**config.mk**
```make
export PLATFORM = sky130hd
export DESIGN_NAME = eeprom_burst_ctrl
export DESIGN_NICKNAME = d
export VERILOG_FILES = /design/src/rtl/eeprom_burst_ctrl.sv
export SDC_FILE = /design/constraint.sdc
export NUM_CORES = 1
export LEC_CHECK = 0
export CAP_MARGIN = 10
export CORE_AREA = 3 3 164 102
export CTS_BUF_LIST = sky130_fd_sc_hd__clkbuf_16
export CTS_CLUSTER_DIAMETER = 150
export DETAILED_ROUTE_END_ITERATION = 8
export DIE_AREA = 0 0 167 105
export PLACE_DENSITY = 0.59
export RECOVER_POWER = 25
export SLEW_MARGIN = 20
export SYNTH_ARGS = -nofsm -noshare
export SYNTH_HDL_FRONTEND = slang
export SYNTH_SLANG_ARGS = --single-unit
```
**constraint.sdc**
```tcl
create_clock -name clk -period 2.5 [get_ports clk]
set_clock_uncertainty 0.05 [all_clocks]
set_input_delay 0.625 -clock clk [delete_from_list [all_inputs] [get_ports clk]]
set_output_delay 0.625 -clock clk [all_outputs]
set_load 0.01 [all_outputs]
```
**src/rtl/eeprom_burst_ctrl.sv**
```systemverilog
module eeprom_burst_ctrl #(
  parameter int EE_AW  = 16,
  parameter int MEM_AW = 24,
  parameter int LOW_W  = 15
) (
  input  logic              clk,
  input  logic              rst_n,
  input  logic              bus_wr,
  input  logic [2:0]        bus_addr,
  input  logic [EE_AW-1:0]  bus_wdata,
  output logic [EE_AW-1:0]  bus_rdata,
  output logic              ee_req,
  output logic              ee_we,
  output logic [EE_AW-1:0]  ee_addr,
  output logic [7:0]        ee_wdata,
  input  logic [7:0]        ee_rdata,
  input  logic              ee_done,
  output logic              mem_we,
  output logic [MEM_AW-1:0] mem_addr,
  output logic [7:0]        mem_wdata
);
  localparam int BASE_W = MEM_AW - LOW_W;
  localparam int HI_W   = LOW_W - 8;

  typedef enum logic [1:0] {S_IDLE, S_SGL, S_BRST} st_t;

  st_t              st;
  logic             rd_bit, wr_bit, touched;
  logic [EE_AW-1:0] addr_q, last_q;
  logic [7:0]       data_q, rec_lo, rec_hi;
  logic [BASE_W-1:0] base_q;
  logic [1:0]       idx;

  wire busy     = (st != S_IDLE);
  wire wr_ctl   = bus_wr && bus_addr == 3'd0;
  wire wr_data  = bus_wr && bus_addr == 3'd1;
  wire wr_addr  = bus_wr && bus_addr == 3'd2;
  wire wr_brst  = bus_wr && bus_addr == 3'd3;
  wire wr_base  = bus_wr && bus_addr == 3'd4;
  wire go_rd    = !busy && wr_ctl && bus_wdata[1];
  wire go_wr    = !busy && wr_ctl && !bus_wdata[1] && bus_wdata[0];
  wire go_brst  = !busy && wr_brst && bus_wdata[0];
  wire [EE_AW-1:0] start_ptr = touched ? last_q + 1'b1 : '0;
  wire rec_end  = (rec_lo == 8'hFF) && (ee_rdata == 8'hFF);

  always_comb begin
    bus_rdata = '0;
    case (bus_addr)
      3'd0: bus_rdata[2:0] = {busy, rd_bit, wr_bit};
      3'd1: bus_rdata[7:0] = data_q;
      3'd2: bus_rdata = addr_q;
      3'd3: bus_rdata[0] = (st == S_BRST);
      3'd4: bus_rdata[BASE_W-1:0] = base_q;
      default: bus_rdata = '0;
    endcase
  end

  always_ff @(posedge clk) begin
    if (!rst_n) begin
      st <= S_IDLE;
      rd_bit <= 1'b0;
      wr_bit <= 1'b0;
      touched <= 1'b0;
      addr_q <= '0;
      last_q <= '0;
      data_q <= '0;
      base_q <= '0;
      rec_lo <= '0;
      rec_hi <= '0;
      idx <= '0;
      ee_req <= 1'b0;
      ee_we <= 1'b0;
      ee_addr <= '0;
      ee_wdata <= '0;
      mem_we <= 1'b0;
      mem_addr <= '0;
      mem_wdata <= '0;
    end else begin
      mem_we <= 1'b0;
      if (wr_data) data_q <= bus_wdata[7:0];
      if (wr_addr) addr_q <= bus_wdata;
      if (wr_base) base_q <= bus_wdata[BASE_W-1:0];
      case (st)
        S_IDLE: begin
          if (go_rd || go_wr) begin
            st <= S_SGL;
            rd_bit <= go_rd;
            wr_bit <= go_wr;
            ee_req <= 1'b1;
            ee_we <= go_wr;
            ee_addr <= addr_q;
            ee_wdata <= data_q;
          end else if (go_brst) begin
            st <= S_BRST;
            idx <= '0;
            ee_req <= 1'b1;
            ee_we <= 1'b0;
            ee_addr <= start_ptr;
          end
        end
        S_SGL: begin
          if (ee_done) begin
            st <= S_IDLE;
            rd_bit <= 1'b0;
            wr_bit <= 1'b0;
            ee_req <= 1'b0;
            touched <= 1'b1;
            last_q <= ee_addr;
            if (!ee_we) data_q <= ee_rdata;
          end
        end
        S_BRST: begin
          if (ee_done) begin
            ee_req <= 1'b0;
            touched <= 1'b1;
            last_q <= ee_addr;
            ee_addr <= ee_addr + 1'b1;
            case (idx)
              2'd0: begin
                rec_lo <= ee_rdata;
                idx <= 2'd1;
              end
              2'd1: begin
                if (rec_end) st <= S_IDLE;
                else begin
                  rec_hi <= ee_rdata;
                  idx <= 2'd2;
                end
              end
              default: begin
                mem_we <= 1'b1;
                mem_addr <= {base_q, rec_hi[HI_W-1:0], rec_lo};
                mem_wdata <= ee_rdata;
                idx <= 2'd0;
              end
            endcase
          end else if (!ee_req) begin
            ee_req <= 1'b1;
          end
        end
        default: st <= S_IDLE;
      endcase
    end
  end


  req_hold_chk: assert property (@(posedge clk) disable iff (!rst_n)
    ee_req && !ee_done |=> ee_req && $stable(ee_addr) && $stable(ee_we) && $stable(ee_wdata));


  req_drop_chk: assert property (@(posedge clk) disable iff (!rst_n)
    ee_req && ee_done |=> !ee_req);


  idle_quiet_chk: assert property (@(posedge clk) disable iff (!rst_n)
    !busy |-> !ee_req);


  mem_src_chk: assert property (@(posedge clk) disable iff (!rst_n)
    $rose(mem_we) |-> $past(ee_done) && !$past(ee_we));


  burst_rd_only_chk: assert property (@(posedge clk) disable iff (!rst_n)
    (st == S_BRST) |-> !ee_we);


  busy_end_chk: assert property (@(posedge clk) disable iff (!rst_n)
    $fell(busy) |-> $past(ee_done));
endmodule

```
Word-level counts from Yosys, hierarchy flattened
Cells that the tools add are included. Widths: inputs -> output; s select.

Input bits: 31. Logic and storage cells: 116. Register bits: 130. Output and inout bits: 75.

Mux-type cells: 39. Equal/unequal tests: 18. Reduce and logical (&&, ||, !) cells: 37. Bitwise operators: 2. $add $sub $neg: 2.

Operator list (count): $mux 16 (4); $add 16x1->16 const B (2); $mux 8 (4); $pmux 16 s2 (1); $mux 2 (10); $reduce_and 3->1 (6); $eq 8x8->1 const B (2); $pmux 5 s3 (1); $logic_and 1x1->1 (12); $ne 2x2->1 const B (6); $reduce_and 5->1 (2); $mux 1 (9); $pmux 2 s2 (2); $pmux 2 s4 (1); $reduce_bool 2->1 (4); $mux 7 (1); $eq 3x2->1 const B (2); $ne 3x3->1 const B (2); $pmux 1 s2 (3); $pmux 2 s3 (1); $reduce_and 2->1 (3); $pmux 1 s5 (1); $eq 2x1->1 const B (2); $logic_not 2->1 (2); other kinds (12) (15).

Depth between registers and ports, before layout
Gate-level depths: netlist (run 1).

Depth after elaboration: 8. Depth in mapped cells: 8. Mapped depth without buffers: 7.

Least setup slack after synthesis (run 1)
Ideal clock, no wire load.

Kind: reg2out. Start point: register st[0]. End point: output bus_rdata[0]. Path slack: 0.100 ns. Data required time: 1.825 ns. Stages on the path, launching flop included: 8. Buffers on the path: 3. Data arrival time: 1.725 ns. Cells stage by stage: dfxtp_1 inv_1 ha_1 clkbuf_1 clkbuf_1 clkbuf_1 mux2i_1 o22ai_1.

Longest elaborated chain between the ends: 2.

Ends and longest elaborated chain: start, declared (RTL line 27) `st_t st;`; start signal, assigned (RTL line 60) `st <= S_IDLE;`; start signal, assigned (RTL line 86) `st <= S_SGL;`; start signal, assigned (RTL line 94) `st <= S_BRST;`; $eq 2x2->1 (RTL line 52) `3'd3: bus_rdata[0] = (st == S_BRST);`; $pmux 1 s5 (RTL line 48) `case (bus_addr)`; end, declared (RTL line 11) `output logic [EE_AW-1:0] bus_rdata,`.

No other way between the ends.

Final worst setup path (run 1)
Start point: input bus_addr[2]. End point: output bus_rdata[10].

Longest elaborated chain between the ends: 2.

Ends and longest elaborated chain: start, declared (RTL line 9) `input logic [2:0] bus_addr,`; $eq 3x2->1 (RTL line 48); $mux 7 (RTL line 48).

No other way between the ends.

==> results of run 1 <==
==> worst max path at each step <==
stage | start | slack (ps) | end
after floorplan | st[0] | 100 | bus_rdata[0]
after global placement | bus_addr[1] | -580 | bus_rdata[6]
after detailed placement | bus_addr[1] | -630 | bus_rdata[3]
after CTS | bus_addr[1] | 10 | bus_rdata[7]
after global routing | bus_addr[2] | 20 | bus_rdata[12]
final | bus_addr[2] | 60 | bus_rdata[10]
==> final cells by class <==
class / instances / area, um2
clock inverter: 15 / 196
multi-input combinational: 603 / 3260
clock buffer: 17 / 425
tap: 203 / 254
fill: 1427 / 6820
inverter: 13 / 50.0
sequential: 130 / 2600
timing repair buffer: 190 / 1680
==> sequential cells by signal (all words and copies together), names as in the netlist, 2 cells and up <==
name       flops
ee_wdata       8
idx            2
rec_lo         8
st             2
ee_addr       16
mem_addr      24
last_q        16
rec_hi         7
data_q         8
addr_q        16
base_q         9
mem_wdata      8
==> timing repair <==
item                       in CTS  in global routing
resized for setup              63                  9
gates cloned                    1                  0
hold buffers                    0                  0
setup endpoints to repair      33                 15
pin swaps                       3                  0
buffers inserted                1                  0
==> routing by layer <==
metal  wire length [um]  GRT usage [%]
met1              11800           41.9
met2               8260           30.9
met3               2090           6.58
met4                162           4.53
met5                  0              0
==> where the power goes <==
part / total, mW / internal (mW) / leakage (nW) / switching (mW)
Combinational: 1.19 / 0.515 / 1.60 / 0.678
Clock: 2.68 / 1.61 / 0.296 / 1.07
Sequential: 2.26 / 2.15 / 1.05 / 0.109
==> metrics by stage <==
stage / total power [mW] / setup TNS, ps / util, %
after floorplan: 2.84 / 0 / -
after global placement: 3.46 / -20860 / 51.4
after detailed placement: 3.46 / -22470 / 51.4
after CTS: 6.14 / 0 / 55.7
after global routing: 6.34 / 0 / 55.4
final: 6.14 / 0 / 55.4
==> cells by family (layout without fill, tap and decap cells) <==
group / count (synthesis) / count (layout)
compound gates: 218 / 218
xor+xnor: 10 / 10
fa+ha+maj: 6 / 6
buf+inv: 62 / 235
flops: 130 / 130
mux: 20 / 20
simple gates: 349 / 349
==> cell usage in the layout, fill, tap and decap left out, types with 6 or more instances in the layout <==
master / count
sky130_fd_sc_hd__mux2i_1: 20
sky130_fd_sc_hd__nor2_1: 28
sky130_fd_sc_hd__xor2_1: 6
sky130_fd_sc_hd__buf_4: 71
sky130_fd_sc_hd__inv_1: 12
sky130_fd_sc_hd__nor4_1: 6
sky130_fd_sc_hd__nand2_1: 218
sky130_fd_sc_hd__clkdlybuf4s15_1: 6
sky130_fd_sc_hd__or3_1: 6
sky130_fd_sc_hd__a211oi_1: 12
sky130_fd_sc_hd__clkdlybuf4s50_1: 85
sky130_fd_sc_hd__a21oi_1: 118
sky130_fd_sc_hd__and2_1: 10
sky130_fd_sc_hd__o21ai_1: 7
sky130_fd_sc_hd__buf_2: 6
sky130_fd_sc_hd__nand4_1: 10
sky130_fd_sc_hd__nand3_1: 20
sky130_fd_sc_hd__nor3_1: 16
sky130_fd_sc_hd__o21ai_0: 22
sky130_fd_sc_hd__dfxtp_1: 130
sky130_fd_sc_hd__clkbuf_16: 17
==> cells in the mapped netlist, types with 12 or more instances <==
library cell and count:
sky130_fd_sc_hd__nand2_1 219, sky130_fd_sc_hd__and2_1 12, sky130_fd_sc_hd__nor2_1 29, sky130_fd_sc_hd__nor3_1 16, sky130_fd_sc_hd__a21oi_1 119, sky130_fd_sc_hd__clkbuf_1 44
sky130_fd_sc_hd__a211oi_1 12, sky130_fd_sc_hd__o21ai_0 25, sky130_fd_sc_hd__inv_1 12, sky130_fd_sc_hd__dfxtp_1 130, sky130_fd_sc_hd__mux2i_1 20, sky130_fd_sc_hd__nand3_1 20
==> critical path, stage by stage <==
cell	delay [ps]
sky130_fd_sc_hd__dlygate4sd2_1	260
sky130_fd_sc_hd__nand2b_4	160
sky130_fd_sc_hd__nor2_4	180
sky130_fd_sc_hd__buf_6	160
sky130_fd_sc_hd__and2_1	130
sky130_fd_sc_hd__clkdlybuf4s15_1	250
==> flow_summary.rst, run 1 <==
.. list-table::
   :header-rows: 1

   * - Metric
     - Value
   * - Run status
     - completed
   * - Starting utilization of the core area
     - 39.8%
   * - Power per Cell Area
     - 725 nW/um2
   * - Data required time of the worst path
     - 1820 ps
   * - Buffer levels on the longest clock path
     - 2
   * - Routability congestion estimate
     - 0.922
   * - Slew of the pin with the lowest slew margin
     - 815 ps
   * - R2R Path Start
     - last_q[0]
   * - Total number of clock tree sinks
     - 130
   * - Class of the worst hold path
     - register to register
   * - Share of synthesized area spent on multiplexers
     - 3.29%
   * - Reported leakage power
     - 2.95 nW
   * - Horizontal die dimension
     - 167 um
   * - Arrival time of the worst setup path
     - 1770 ps
   * - Number of warning messages in the yosys log
     - 0
   * - Register-to-Register Setup Slack
     - 220 ps
   * - Post-Place Worst Slack
     - -633 ps
   * - GRT Overall Usage
     - 25.1%
   * - Placed cells
     - 1,137
   * - Setup crit end kind
     - primary output
   * - Unrepaired setup endpoints after global routing
     - no
   * - Xor-xnor portion of the synthesized cell area
     - 1.44%
   * - Setup Crit Path Kind
     - primary input to primary output
   * - Path depth of the worst reg2reg path
     - 7
   * - Iteration-0 DRC Markers
     - 797
   * - Final routed DRC violation total
     - 0
   * - Minimum clock period
     - 2440 ps
   * - Synth Area in Simple Gates
     - 25.9%
   * - I/O pin total
     - 106
   * - Largest fanout on the critical path
     - 5
   * - Ys async rst share
     - 0%
   * - Average detailed-routed wire length per instance
     - 19.1 um
   * - Gate count of the mapped netlist
     - 795
   * - First-pass detailed-route iteration total
     - 7
   * - End of the worst register-to-register path
     - ee_addr[14]
   * - Area growth, synth to finish
     - 39.3%
   * - Max-cap violation count
     - 0
   * - Antenna Cells
     - 0
   * - Clock slew at the register clock pins of the worst setup and hold paths
     - 60 ps
   * - Fraction of the mapped netlist area in compound gates
     - 21.3%
   * - Count of nets after finishing
     - 992
   * - Adder-Cell Fraction of Synth Area
     - 1.24%
   * - Area inside the core boundary
     - 15,300 um2
   * - Filler-free cell count of the finished design
     - 1,171
   * - Main combinational cell family by area after synthesis
     - simple AND/OR/NAND/NOR gates
   * - Maximum operating frequency
     - 410 MHz
   * - Synth Area per Inst
     - 7.65 um2
   * - Die Outline Area
     - 17,500 um2
   * - Routed WL
     - 22,400 um
   * - Share of layout cells above drive strength 1
     - 14.5%
   * - Area of all placed cells without fillers
     - 8470 um2
   * - Max-slew violation count
     - 0
   * - Total setup violations reported at the end of the flow
     - 0
   * - IR drop worst, VDD
     - 0.450 mV
   * - Launch instance of the worst min-delay path
     - mem_addr[15]
   * - Dominant cell type by area after synthesis
     - sky130_fd_sc_hd__dfxtp_1
   * - Sequential fraction of the synthesis area
     - 42.8%
   * - TritonCTS clock tree
     - done
   * - Ys flop type
     - sky130_fd_sc_hd__dfxtp_1
   * - Chip Height
     - 105 um
   * - Startpoint kind of the worst setup timing path
     - primary input
   * - Worst setup margin
     - 58.2 ps
   * - Post-Route Hold Slack
     - 406 ps
   * - Via count normalized by instance count
     - 5.50
   * - Number of antenna violations at the first check in global routing
     - 0
   * - Count of flip-flops with a built-in enable after synthesis
     - 0
   * - CTS Root Cell
     - sky130_fd_sc_hd__clkbuf_16
   * - Routed Antenna Nets
     - 0
   * - CTS H-tree depth
     - 4
   * - Count of standard-cell rows
     - 35
   * - Nets in the synthesized netlist
     - 832
   * - Standard cell area after detailed placement
     - 7860 um2
   * - Fraction of post-synthesis cell area in the top cell type by area
     - 42.8%
   * - Post-DP HPWL
     - 16,600 um
   * - Final Hold Fails
     - 0
   * - Sink of the worst hold path
     - mem_addr[15]
   * - Number of I/O port buffers
     - 105
   * - Maximum number of pins on one net before global-route repair
     - 63
   * - Number of global-route vias before repair
     - 5,914
   * - Max_slew headroom
     - 45.5%
   * - Post-Syn Area
     - 6080 um2
   * - Number of buffers created by CTS
     - 17
   * - First-pass GRT wire length
     - 34,400 um
   * - Vias
     - 6,445
   * - Count of state elements after synthesis
     - 130
   * - Clk Latency, worst-skew pair
     - 420 ps
   * - Global route total overflow
     - 0
   * - Cell depth of the worst hold path
     - 2
   * - Period utilisation layout
     - 97.7%
   * - Count of cell types in the netlist
     - 62
   * - Leading cell types by total area after synthesis
     - sky130_fd_sc_hd__dfxtp_1 43%, sky130_fd_sc_hd__nand2_1 14%, sky130_fd_sc_hd__a21oi_1 9.8%
No activity file was read; power rests on OpenSTA's default activity.
==> run 2, diff against run 1 <==
--- a/config.mk
+++ b/config.mk
@@ -11,7 +11,7 @@
 export CTS_CLUSTER_DIAMETER = 150
 export DETAILED_ROUTE_END_ITERATION = 8
 export DIE_AREA = 0 0 167 105
-export PLACE_DENSITY = 0.59
+export PLACE_DENSITY_LB_ADDON = 0.12
 export RECOVER_POWER = 25
 export SLEW_MARGIN = 20
 export SYNTH_ARGS = -nofsm -noshare
==> flow_summary.rst, run 2 (synthesized netlist as in run 1, its figures left out) <==
.. list-table::
   :header-rows: 1

   * - Metric
     - Value
   * - Final routed DRC violation total
     - 0 (unchanged)
   * - Register containing the most flip-flops in the final layout
     - mem_addr
   * - Number of buffers created by CTS
     - 17 (unchanged)
   * - Unrepaired setup endpoints after global routing
     - yes
   * - Count of standard-cell rows
     - 35 (unchanged)
   * - Max-slew violation count
     - 0 (unchanged)
   * - Die Outline Area
     - 17,500 um2 (unchanged)
   * - Worst setup margin
     - 39.6 ps (-18.6 ps)
   * - Max-cap violation count
     - 0 (unchanged)
   * - Number of global-route vias before repair
     - 6,102 (+3.2%)
   * - Minimum clock period
     - 2460 ps (+18.6 ps)
   * - Via count normalized by instance count
     - 5.52 (+0.34%)
   * - Final Hold Fails
     - 0 (unchanged)
   * - Number of antenna violations at the first check in global routing
     - 0 (unchanged)
   * - Run status
     - completed
   * - GRT Overall Usage
     - 25.4% (+0.37 points)
   * - Routed WL
     - 22,000 um (-1.6%)
   * - Clk Latency, worst-skew pair
     - 420 ps (about the same)
   * - Routed Antenna Nets
     - 0 (unchanged)
   * - Max reg flops
     - 24 (unchanged)
   * - Area growth, synth to finish
     - 38.0%
   * - Horizontal die dimension
     - 167 um (unchanged)
   * - Global route total overflow
     - 0 (unchanged)
   * - Iteration-0 DRC Markers
     - 581 (-27%)
   * - Share of layout cells above drive strength 1
     - 13.7% (-0.77 points)
   * - CP peak stage delay
     - 560 ps (+300 ps)
   * - Startpoint kind of the worst setup timing path
     - primary input
   * - Total setup violations reported at the end of the flow
     - 0 (unchanged)
   * - Setup Crit Path Kind
     - primary input to register
   * - Setup crit end kind
     - register
   * - Most frequent cells in the layout
     - 218 x sky130_fd_sc_hd__nand2_1, 128 x sky130_fd_sc_hd__dfxtp_1, 119 x sky130_fd_sc_hd__a21oi_1
   * - Total number of clock tree sinks
     - 130 (unchanged)
   * - CTS Root Cell
     - sky130_fd_sc_hd__clkbuf_16
   * - Starting utilization of the core area
     - 39.8% (unchanged)
   * - First-pass detailed-route iteration total
     - 5 (-2)
   * - Maximum number of pins on one net before global-route repair
     - 83 (+32%)
   * - Maximum operating frequency
     - 406 MHz (-0.76%)
   * - Buffer levels on the longest clock path
     - 2 (unchanged)
   * - Reported leakage power
     - 2.95 nW (about the same)
   * - Average detailed-routed wire length per instance
     - 18.9 um (-1.2%)
   * - Launch instance of the worst min-delay path
     - mem_addr[3]
   * - Buffer and inverter count on the worst path
     - 3 (unchanged)
   * - First-pass GRT wire length
     - 35,200 um (+2.2%)
   * - Class of the worst hold path
     - register to register
   * - Final total negative setup slack
     - 0 ps (unchanged)
   * - CTS H-tree depth
     - 4 (unchanged)
   * - Period utilisation layout
     - 98.4% (+0.74 points)
   * - Arrival time of the worst setup path
     - 2750 ps (+980 ps)
   * - Finished Core Util
     - 54.9% (-0.53 points)
   * - Post-Place Worst Slack
     - -613 ps (+20.4 ps)
   * - Clock slew at the register clock pins of the worst setup and hold paths
     - 60 ps (about the same)
   * - Routability congestion estimate
     - 0.924 (+0.17%)
   * - Antenna Cells
     - 0 (unchanged)
   * - Family with the most delay on the worst path
     - buffers and inverters
   * - Vias
     - 6,445 (unchanged)
   * - R2R Path Start
     - ee_addr[7]
   * - Worst Setup SP
     - bus_wr
   * - Count of nets after finishing
     - 988 (-0.40%)
   * - Master of the slowest instance on the critical path
     - sky130_fd_sc_hd__dlygate4sd3_1
   * - CP Cell Sequence
     - dlygate4sd3_1 > buf_4 > nand3_1 > o21a_1 > a311oi_1 > buf_4 > nand4_1 > a21oi_1
   * - Area inside the core boundary
     - 15,300 um2 (unchanged)
   * - Number of I/O port buffers
     - 105 (unchanged)
   * - Slew of the pin with the lowest slew margin
     - 827 ps (+12.1 ps)
   * - IR drop worst, VDD
     - 0.353 mV (-22%)
   * - Most frequent standard cell in the layout excluding fill and tap cells
     - sky130_fd_sc_hd__nand2_1
   * - Critical path's most frequent cell
     - sky130_fd_sc_hd__buf_4
   * - Data required time of the worst path
     - 2790 ps (+970 ps)
   * - Largest fanout on the critical path
     - 7 (+2)
   * - Max_slew headroom
     - 44.7% (-0.81 points)
   * - TritonCTS clock tree
     - done
   * - Chip Height
     - 105 um (unchanged)
   * - Power per Cell Area
     - 718 nW/um2 (-0.95%)
   * - Quantity of hold-fixing buffers added after cts
     - 0 (unchanged)
   * - I/O pin total
     - 106 (unchanged)
   * - Post-DP HPWL
     - 16,500 um (-0.56%)
-- run 2: cell types whose count changed in the layout (fill, tap and decap cells not counted), moves of 3 or more --
cell,delta
sky130_fd_sc_hd__clkdlybuf4s15_1,-5
sky130_fd_sc_hd__buf_4,-3
sky130_fd_sc_hd__o21ai_1,-3
sky130_fd_sc_hd__dlygate4sd2_1,+8
-- run 2: path summary, 6_finish.rpt --
kind | to | slack, ps | cells after the start
hold / removal | mem_addr[3] | 400 | 2
setup reg to reg | ee_addr[14] | 270 | 5
hold reg to reg | mem_addr[3] | 400 | 2
setup / recovery | idx[1] | 40 | 8
-- run 2: repair_timing --
action / CTS / global route
endpoints found under the hold margin: 0 / 0
setup endpoints to repair: 25 / 14
cloned: 0 / 0
setup buffers: 1 / 0
resized for setup: 40 / 11
-- run 2: final cells by class --
| type | instances | area (um2) |
|---|---|---|
| Fill cell | 1484 | 6900 |
| Multi-Input combinational cell | 603 | 3240 |
| Sequential cell | 130 | 2610 |
| Timing Repair Buffer | 186 | 1650 |
| Clock buffer | 17 | 425 |
| Tap cell | 203 | 254 |
| Clock inverter | 15 | 170 |
| Inverter | 13 | 50.0 |
-- run 2: through the flow --
| step | power, mW | cell area, um2 | cells | hold WS (ps) |
|---|---|---|---|---|
| final | 6.02 | 8390 | 1167 | 403 |
| after global routing | 6.26 | 8390 | 1167 | 426 |
| after CTS | 6.04 | 8450 | 1167 | 405 |
| after detailed placement | 3.49 | 7850 | 1134 | 396 |
| after global placement | 3.48 | 7850 | 1134 | 394 |
| after floorplan | 2.84 | 6080 | 795 | 381 |
-- run 2: report_power, final --
| part | switching (mW) | internal (mW) | total [mW] |
|---|---|---|---|
| logic | 0.681 | 0.515 | 1.20 |
| clock network | 1.07 | 1.50 | 2.57 |
| registers | 0.0995 | 2.16 | 2.26 |
-- run 2: layer usage --
metal | global-route usage (%) | wire length, um
met1 | 41.9 | 11500
met5 | 0 | 0
met2 | 31.0 | 8030
met4 | 5.06 | 201
met3 | 7.67 | 2240
-- run 2: worst register-to-register path: stages, from the launching register on --
cell,delay [ps]
sky130_fd_sc_hd__dfxtp_1,480
sky130_fd_sc_hd__nand3_1,250
sky130_fd_sc_hd__or3_1,450
sky130_fd_sc_hd__nor3_1,230
sky130_fd_sc_hd__or4b_1,460
sky130_fd_sc_hd__a41oi_1,220
==> run 3, diff against run 2 <==
--- a/config.mk
+++ b/config.mk
@@ -5,7 +5,7 @@
 export SDC_FILE = /design/constraint.sdc
 export NUM_CORES = 1
 export LEC_CHECK = 0
-export CAP_MARGIN = 10
+export CAP_MARGIN = 20
 export CORE_AREA = 3 3 164 102
 export CTS_BUF_LIST = sky130_fd_sc_hd__clkbuf_16
 export CTS_CLUSTER_DIAMETER = 150
==> results of run 3 <==
Final layout, timing and power as in run 2 (identical DEF).
